**config.mk**
```make
export PLATFORM = sky130hd
export DESIGN_NAME = dma4_core
export DESIGN_NICKNAME = d
export VERILOG_FILES = /design/src/rtl/dmx_pkg.sv /design/src/rtl/dmx_chan.sv /design/src/rtl/dmx_arb.sv /design/src/rtl/dmx_xfer.sv /design/src/rtl/dma4_core.sv
export SDC_FILE = /design/constraint.sdc
export NUM_CORES = 2
export LEC_CHECK = 0
export BUFFER_PORTS_ARGS = -buffer_cell sky130_fd_sc_hd__buf_2
export CAP_MARGIN = 10
export CORE_UTILIZATION = 35
export DETAILED_ROUTE_END_ITERATION = 8
export HOLD_SLACK_MARGIN = 0.15
export PLACE_DENSITY_LB_ADDON = 0.12
export SLEW_MARGIN = 20
export SYNTH_ARGS = -nofsm -noshare
export SYNTH_HDL_FRONTEND = slang
export SYNTH_SLANG_ARGS = --single-unit
```
**constraint.sdc**
```tcl
create_clock -name clk -period 5.3 [get_ports clk]
set_input_delay 0.795 -clock clk [delete_from_list [all_inputs] [get_ports clk]]
set_output_delay 0.795 -clock clk [all_outputs]
set_load 0.01 [all_outputs]
```
**src/rtl/dmx_pkg.sv**
```systemverilog
package dmx_pkg;
  localparam int NCH    = 4;
  localparam int CHW    = $clog2(NCH);
  localparam int AW     = 32;
  localparam int CNT_W  = 24;
  localparam int CTL_W  = 16;
  localparam int MAXB   = 32;
  localparam int BW     = $clog2(MAXB) + 1;
  localparam int DATA_W = MAXB * 8;

  typedef enum logic [1:0] {
    AM_HOLD = 2'd0,
    AM_UP   = 2'd1,
    AM_DOWN = 2'd2,
    AM_BAD  = 2'd3
  } amode_e;

  typedef struct packed {
    logic [CHW-1:0] ch;
    logic [AW-1:0]  src;
    logic [AW-1:0]  dst;
    logic [BW-1:0]  bytes;
    amode_e         sm;
    amode_e         dm;
  } unit_t;

  function automatic logic [BW-1:0] unit_bytes(input logic [2:0] code);
    case (code)
      3'd0:    return BW'(8);
      3'd2:    return BW'(2);
      3'd3:    return BW'(4);
      3'd4:    return BW'(32);
      default: return BW'(1);
    endcase
  endfunction

  function automatic logic [AW-1:0] step_addr(input logic [AW-1:0] a, input amode_e m,
                                              input logic [BW-1:0] b);
    case (m)
      AM_UP:   return a + AW'(b);
      AM_DOWN: return a - AW'(b);
      default: return a;
    endcase
  endfunction

  function automatic logic self_start(input logic [3:0] code);
    return (code >= 4'd4) && (code <= 4'd6);
  endfunction
endpackage

```
**src/rtl/dmx_chan.sv**
```systemverilog
module dmx_chan import dmx_pkg::*; (
  input  logic             clk,
  input  logic             rst_n,
  input  logic             wr_en,
  input  logic [1:0]       wr_off,
  input  logic [31:0]      wr_data,
  input  logic             upd,
  input  logic [AW-1:0]    upd_src,
  input  logic [AW-1:0]    upd_dst,
  input  logic             dreq,
  output logic [AW-1:0]    src_o,
  output logic [AW-1:0]    dst_o,
  output logic [CNT_W-1:0] cnt_o,
  output logic [CTL_W-1:0] ctl_o,
  output logic             ready_o,
  output logic             irq_o,
  output logic             aerr_o
);
  logic [AW-1:0]    src_q, dst_q;
  logic [CNT_W-1:0] cnt_q;
  logic [CTL_W-1:0] ctl_q;
  logic             pend_q;
  logic             active, last_unit;

  assign active    = (ctl_q[1:0] == 2'b01);
  assign last_unit = (cnt_q == CNT_W'(1));

  always_ff @(posedge clk) begin
    if (!rst_n) begin
      src_q  <= '0;
      dst_q  <= '0;
      cnt_q  <= '0;
      ctl_q  <= '0;
      pend_q <= 1'b0;
    end else begin
      if (upd) begin
        src_q  <= upd_src;
        dst_q  <= upd_dst;
        cnt_q  <= cnt_q - CNT_W'(1);
        pend_q <= 1'b0;
        if (last_unit) ctl_q[1] <= 1'b1;
      end
      if (dreq) pend_q <= 1'b1;
      if (wr_en) begin
        case (wr_off)
          2'd0: src_q <= wr_data;
          2'd1: dst_q <= wr_data;
          2'd2: cnt_q <= wr_data[CNT_W-1:0];
          default: ctl_q <= wr_data[CTL_W-1:0];
        endcase
      end
    end
  end

  assign aerr_o  = active && ((ctl_q[13:12] == 2'd3) || (ctl_q[15:14] == 2'd3));
  assign ready_o = active && !aerr_o && (self_start(ctl_q[11:8]) || pend_q);
  assign irq_o   = ctl_q[2] && ctl_q[1];
  assign src_o   = src_q;
  assign dst_o   = dst_q;
  assign cnt_o   = cnt_q;
  assign ctl_o   = ctl_q;

  assert_te_on_last_R9: assert property (@(posedge clk) disable iff (!rst_n)
    (upd && last_unit && !wr_en) |=> ctl_q[1]);
  assert_count_step_R8: assert property (@(posedge clk) disable iff (!rst_n)
    (upd && !wr_en) |=> (cnt_q == $past(cnt_q) - CNT_W'(1)));
  assert_irq_drop_R10: assert property (@(posedge clk) disable iff (!rst_n)
    (wr_en && wr_off == 2'd3 && !(wr_data[2] && wr_data[1])) |=> !irq_o);
endmodule

```
**src/rtl/dmx_arb.sv**
```systemverilog
module dmx_arb #(
  parameter  int N  = 4,
  localparam int IW = $clog2(N)
) (
  input  logic [N-1:0]  req,
  output logic [N-1:0]  gnt,
  output logic [IW-1:0] idx,
  output logic          any
);
  always_comb begin
    gnt = '0;
    idx = '0;
    any = 1'b0;
    for (int i = N - 1; i >= 0; i--) begin
      if (req[i]) begin
        gnt    = '0;
        gnt[i] = 1'b1;
        idx    = IW'(i);
        any    = 1'b1;
      end
    end
  end
endmodule

```
**src/rtl/dmx_xfer.sv**
```systemverilog
module dmx_xfer import dmx_pkg::*; (
  input  logic              clk,
  input  logic              rst_n,
  input  logic              start,
  input  unit_t             start_unit,
  output logic              idle,
  output logic              done,
  output logic [CHW-1:0]    done_ch,
  output logic [AW-1:0]     nxt_src,
  output logic [AW-1:0]     nxt_dst,
  output logic              mem_req,
  output logic              mem_we,
  output logic [AW-1:0]     mem_addr,
  output logic [BW-1:0]     mem_bytes,
  output logic [DATA_W-1:0] mem_wdata,
  input  logic [DATA_W-1:0] mem_rdata,
  input  logic              mem_ack
);
  typedef enum logic [1:0] {S_IDLE, S_RD, S_WR, S_UPD} st_e;
  st_e               st_q;
  unit_t             u_q;
  logic [DATA_W-1:0] buf_q;

  always_ff @(posedge clk) begin
    if (!rst_n) begin
      st_q  <= S_IDLE;
      u_q   <= '0;
      buf_q <= '0;
    end else begin
      case (st_q)
        S_IDLE: if (start) begin
          u_q  <= start_unit;
          st_q <= S_RD;
        end
        S_RD: if (mem_ack) begin
          buf_q <= mem_rdata;
          st_q  <= S_WR;
        end
        S_WR:    if (mem_ack) st_q <= S_UPD;
        default: st_q <= S_IDLE;
      endcase
    end
  end

  assign idle      = (st_q == S_IDLE);
  assign done      = (st_q == S_UPD);
  assign done_ch   = u_q.ch;
  assign nxt_src   = step_addr(u_q.src, u_q.sm, u_q.bytes);
  assign nxt_dst   = step_addr(u_q.dst, u_q.dm, u_q.bytes);
  assign mem_req   = (st_q == S_RD) || (st_q == S_WR);
  assign mem_we    = (st_q == S_WR);
  assign mem_addr  = (st_q == S_WR) ? u_q.dst : u_q.src;
  assign mem_bytes = u_q.bytes;
  assign mem_wdata = buf_q;

  assert_req_hold_R12: assert property (@(posedge clk) disable iff (!rst_n)
    (mem_req && !mem_ack) |=> (mem_req && $stable(mem_addr) && $stable(mem_we)));
  assert_wr_follows_rd_R12: assert property (@(posedge clk) disable iff (!rst_n)
    (mem_req && !mem_we && mem_ack) |=> (mem_req && mem_we));
  assert_single_unit_R11: assert property (@(posedge clk) disable iff (!rst_n)
    (start && !idle) |-> 1'b0);
endmodule

```
**src/rtl/dma4_core.sv**
```systemverilog
module dma4_core import dmx_pkg::*; (
  input  logic              clk,
  input  logic              rst_n,
  input  logic              reg_we,
  input  logic [6:0]        reg_addr,
  input  logic [31:0]       reg_wdata,
  output logic [31:0]       reg_rdata,
  input  logic [NCH-1:0]    dreq,
  output logic              mem_req,
  output logic              mem_we,
  output logic [AW-1:0]     mem_addr,
  output logic [BW-1:0]     mem_bytes,
  output logic [DATA_W-1:0] mem_wdata,
  input  logic [DATA_W-1:0] mem_rdata,
  input  logic              mem_ack,
  output logic [NCH-1:0]    irq,
  output logic [NCH-1:0]    addr_err
);
  logic [AW-1:0]    src_w [NCH];
  logic [AW-1:0]    dst_w [NCH];
  logic [CNT_W-1:0] cnt_w [NCH];
  logic [CTL_W-1:0] ctl_w [NCH];
  logic [NCH-1:0]   ready, grant;
  logic [CHW-1:0]   gidx, done_ch, rsel;
  logic             any_ready, eng_idle, done, start, master_en;
  logic [AW-1:0]    nxt_src, nxt_dst;
  logic [31:0]      master_q;
  unit_t            pick;

  always_ff @(posedge clk) begin
    if (!rst_n)                       master_q <= '0;
    else if (reg_we && reg_addr[6])   master_q <= reg_wdata;
  end
  assign master_en = (master_q[2:0] == 3'b001);

  for (genvar i = 0; i < NCH; i++) begin : g_ch
    logic wr_hit;
    assign wr_hit = reg_we && !reg_addr[6] && (reg_addr[5:4] == CHW'(i));
    dmx_chan u_ch (
      .clk     (clk),
      .rst_n   (rst_n),
      .wr_en   (wr_hit),
      .wr_off  (reg_addr[3:2]),
      .wr_data (reg_wdata),
      .upd     (done && (done_ch == CHW'(i))),
      .upd_src (nxt_src),
      .upd_dst (nxt_dst),
      .dreq    (dreq[i]),
      .src_o   (src_w[i]),
      .dst_o   (dst_w[i]),
      .cnt_o   (cnt_w[i]),
      .ctl_o   (ctl_w[i]),
      .ready_o (ready[i]),
      .irq_o   (irq[i]),
      .aerr_o  (addr_err[i])
    );
  end

  dmx_arb #(.N(NCH)) u_arb (
    .req (ready),
    .gnt (grant),
    .idx (gidx),
    .any (any_ready)
  );

  assign start = eng_idle && master_en && any_ready;

  always_comb begin
    pick.ch    = gidx;
    pick.src   = src_w[gidx];
    pick.dst   = dst_w[gidx];
    pick.bytes = unit_bytes(ctl_w[gidx][6:4]);
    pick.sm    = amode_e'(ctl_w[gidx][13:12]);
    pick.dm    = amode_e'(ctl_w[gidx][15:14]);
  end

  dmx_xfer u_xfer (
    .clk        (clk),
    .rst_n      (rst_n),
    .start      (start),
    .start_unit (pick),
    .idle       (eng_idle),
    .done       (done),
    .done_ch    (done_ch),
    .nxt_src    (nxt_src),
    .nxt_dst    (nxt_dst),
    .mem_req    (mem_req),
    .mem_we     (mem_we),
    .mem_addr   (mem_addr),
    .mem_bytes  (mem_bytes),
    .mem_wdata  (mem_wdata),
    .mem_rdata  (mem_rdata),
    .mem_ack    (mem_ack)
  );

  assign rsel = reg_addr[5:4];
  always_comb begin
    reg_rdata = '0;
    if (reg_addr[6]) reg_rdata = master_q;
    else begin
      case (reg_addr[3:2])
        2'd0:    reg_rdata = src_w[rsel];
        2'd1:    reg_rdata = dst_w[rsel];
        2'd2:    reg_rdata = {{(32-CNT_W){1'b0}}, cnt_w[rsel]};
        default: reg_rdata = {{(32-CTL_W){1'b0}}, ctl_w[rsel]};
      endcase
    end
  end

  assert_master_gate_R3: assert property (@(posedge clk) disable iff (!rst_n)
    ($rose(mem_req) && !mem_we) |-> $past(master_en));
  assert_no_bad_grant_R7: assert property (@(posedge clk) disable iff (!rst_n)
    start |-> !addr_err[gidx]);
  assert_grant_single_R11: assert property (@(posedge clk) disable iff (!rst_n)
    $onehot0(grant) && (any_ready == (grant != '0)));
endmodule

```
==> impl_summary.log <==
INFO  metric syn-cell-area = 41900 um^2
INFO  metric setup_viol = 0
INFO  metric synth_top_family_by_area = compound AO/OA/AOI/OAI gates
INFO  metric clk_pin_slew_worst_paths = 60 ps
INFO  metric max_clock_freq = 197 MHz
INFO  metric yosysWarnings = 0
INFO  metric cap_violations = 0
INFO  metric synth_compound_area_frac = 0.215
INFO  metric share_of_synthesized_cell_area_in_and_or_nand_and_nor_gates = 0.214
INFO  metric timing.final.max_slew_violations = 0
INFO  metric ys_top_cells_by_area = dfxtp_1, nand2_1, a21oi_1
INFO  metric detailedPlacementHpwl = 135000 um
INFO  metric post-layout-total-power = 14.6 mW
INFO  metric yosysSeqAreaShare = 0.375
INFO  metric hold_buffers = 0
INFO  metric syn-mean-instance-area = 7.92 um^2
INFO  metric worst_max_slew_pin_slew = 1120 ps
INFO  metric core.rowCount = 126
INFO  metric placed_area = 46300 um^2
INFO  metric mostFrequentLayoutCells = nand2_1, dfxtp_1, a21oi_1, buf_2, nor2_1
INFO  metric die_y = 348 um
INFO  metric ioPinCount = 639
INFO  metric cp_max_fo = 11
INFO  metric critPathCaptureType = register
INFO  metric register_area = 15700 um^2
INFO  metric filler_cell_count = 12200
INFO  metric critPathKind = reg2reg
INFO  metric post_cts_buffers = 0
INFO  metric post_synth_num_cell_types = 80
INFO  metric synth_top_area_frac = 0.375
INFO  metric clock_tree_from_tritoncts = built
INFO  metric most_common_library_cell_in_the_layout_ignoring_fill_and_taps = nand2_1
INFO  metric drt-total-wl = 190000 um
INFO  metric drt.antenna.violating_nets = 0
INFO  metric routed_wire_length_per_instance = 26.2 um
INFO  metric ctsRootBufferMaster = clkbuf_16
INFO  metric drt_first_pass_iters = 5
INFO  metric gr-usage-all-layers = 0.303
INFO  metric p_leak = 18.9 nW
INFO  metric synth.ff_latch_count = 785
INFO  metric timing.critical_path.from_type = register
INFO  metric yosys_most_used_dff = dfxtp_1
INFO  metric synthDominantAreaCellType = dfxtp_1
INFO  metric final_hold_viol_count = 0
INFO  metric post-route-period-util = 0.960
INFO  metric die_width = 348 um
INFO  metric final_layout_size_suffix_gt1_frac = 0.197
INFO  metric irDropWorstVdd = 0.000286 V
INFO  metric ctsResizeCount = 0
INFO  metric antenna_violations_before_repair = 26
INFO  metric async_s_r_ff_share_synth = 0
INFO  metric cp.arrival = 5640 ps
INFO  metric post_synthesis_cell_count = 5287
INFO  metric fin_skew = 34.0 ps
INFO  metric yosys.area_share.adder = 0.0255
INFO  metric floorplan.die_area = 121000 um^2
INFO  metric largest_net_degree_at_the_start_of_global_routing = 158
INFO  metric gpl.final_weighted_congestion = 0.888
INFO  metric viasPerCell = 5.73
INFO  metric power-per-cell-area = 297 nW/um^2
INFO  metric ff2ff_path_depth = 13
INFO  metric drtIter0Drc = 3935
INFO  metric clock_sink_count = 785
INFO  metric synth_fp_nets = 5674
INFO  metric slew-limit-headroom = 0.243
INFO  metric finalInstanceArea = 49400 um^2
INFO  metric nNetsFinal = 6041
INFO  metric drcViolationCount = 0
INFO  metric placeableCoreArea = 118000 um^2
INFO  metric synth_mux_area_frac = 0.0948
INFO  metric cts-htree-levels = 3
INFO  metric synth-edff-count = 0
INFO  metric insertion_delay = 720 ps
INFO  metric clock_path_buffers = 3
INFO  metric hold-path-cell-count = 3
INFO  metric tritoncts.num_buffers = 96
INFO  metric synthToLayoutAreaGrowth = 18.0%
INFO  metric min-delay-path-class = in2reg
INFO  metric area_used_by_multi_input_combinational_logic = 24200 um^2
INFO  metric worst_ep_required_time = 5850 ps
INFO  metric grt_first_pass_wirelength = 273000 um
INFO  metric yosys.area_share.xor_xnor = 0.0257
INFO  metric overflow = 0
INFO  metric min_period = 5090 ps
INFO  metric rsz0062_at_grt = no
INFO  metric start_util = 0.354
INFO  metric number_of_global_route_vias_before_repair = 38700
INFO  metric tns = 0 ps
INFO  metric status = finished clean
INFO  metric vias = 41700
INFO  metric io_buffers = 635
## final timing paths
| path | from | endpoint | slack [ps] |
|---|---|---|---|
| max | u_xfer.mem_bytes[2] | g_ch[0].u_ch.src_o[30] | 210 |
| min | dreq[2] | g_ch[2].u_ch.pend_q | 310 |
| max reg2reg | u_xfer.mem_bytes[2] | g_ch[0].u_ch.src_o[30] | 210 |
| min reg2reg | u_xfer.mem_wdata[73] | u_xfer.mem_wdata[73] | 450 |
## state kept, by name (all words and copies together) (netlist names)
| signal | flops |
|---|---|
| u_xfer.mem_wdata | 256 |
| master_q | 32 |
| u_xfer.done_ch | 2 |
| u_xfer.mem_bytes | 5 |
| u_xfer.u_q | 68 |
| g_ch.u_ch.src_o | 128 |
| g_ch.u_ch.cnt_o | 96 |
| g_ch.u_ch.dst_o | 128 |
| u_xfer.st_q | 2 |
| g_ch.u_ch.ctl_o | 64 |
| g_ch.u_ch.pend_q | 4 |
## layer usage
| metal | track usage | routed length [um] | vias to the layer above |
|---|---|---|---|
| li1 | - | - | 19500 |
| met1 | 0.363 | 74500 | 20200 |
| met2 | 0.510 | 91000 | 1596 |
| met3 | 0.0466 | 11600 | 378 |
| met4 | 0.185 | 13000 | 28 |
| met5 | 0 | 175 | - |
## power breakdown
part           total (mW)  switching, mW  internal [mW]
Sequential           6.28          0.136           6.15
Combinational        1.76           1.20          0.560
Clock                6.60           2.84           3.76
## synthesized netlist by cell type, drive strengths merged, types with 33 or more instances
master / n
o211ai: 54
nor3: 79
nor2: 535
buf: 71
mux2i: 60
nand4: 41
nand3: 41
a21o: 43
inv: 45
a311oi: 113
dfxtp: 785
and2: 81
xor2: 46
mux4: 120
o22ai: 34
xnor2: 77
or3: 33
mux2: 59
o21ai: 133
nand2: 1153
nor4: 34
ha: 82
a211oi: 211
clkbuf: 413
a21oi: 635
## kinds of logic (layout without fill, tap and decap cells)
family | Yosys count | count (layout)
muxes | 239 | 239
AOI/OAI and AO/OA | 1417 | 1417
DFF | 785 | 785
adders and majority gates | 84 | 84
buffers and inverters | 529 | 970
and+or+nand+nor | 2109 | 2109
other | 1 | 5
xor gates and xnor gates | 123 | 123
## area by class of cell
class | instances | share of cell area
multi-input cells | 3973 | 0.490
flip-flops and latches | 785 | 0.318
repair buffers | 753 | 0.0868
clock buffers | 146 | 0.0561
well taps | 1536 | 0.0389
clock inverters | 26 | 0.00623
inverters | 45 | 0.00357
diodes | 4 | 0.000203
## metrics by stage
step                      instances   util  hold WS (ps)  setup WS (ps)
after detailed placement       7092  0.391           443            438
after CTS                      7264  0.418           271            365
after global routing           7264  0.418           301           4.60
after global placement         7092  0.391           438            446
final                          7268  0.418           307            212
after floorplan                5287      -           433           1460
## critical path, stage by stage, from the launching register on
cell       delay (ps)
dfxtp_1           490
nor4_1            150
and2_1            200
nor2_1            490
inv_1             440
ha_1              510
a21o_1            240
a221o_1           350
a31oi_1           370
a211oi_1          190
o31ai_1           380
mux2_2            390
a2111oi_2         540
o221ai_1          200
Power figures use the tool's default switching activity.
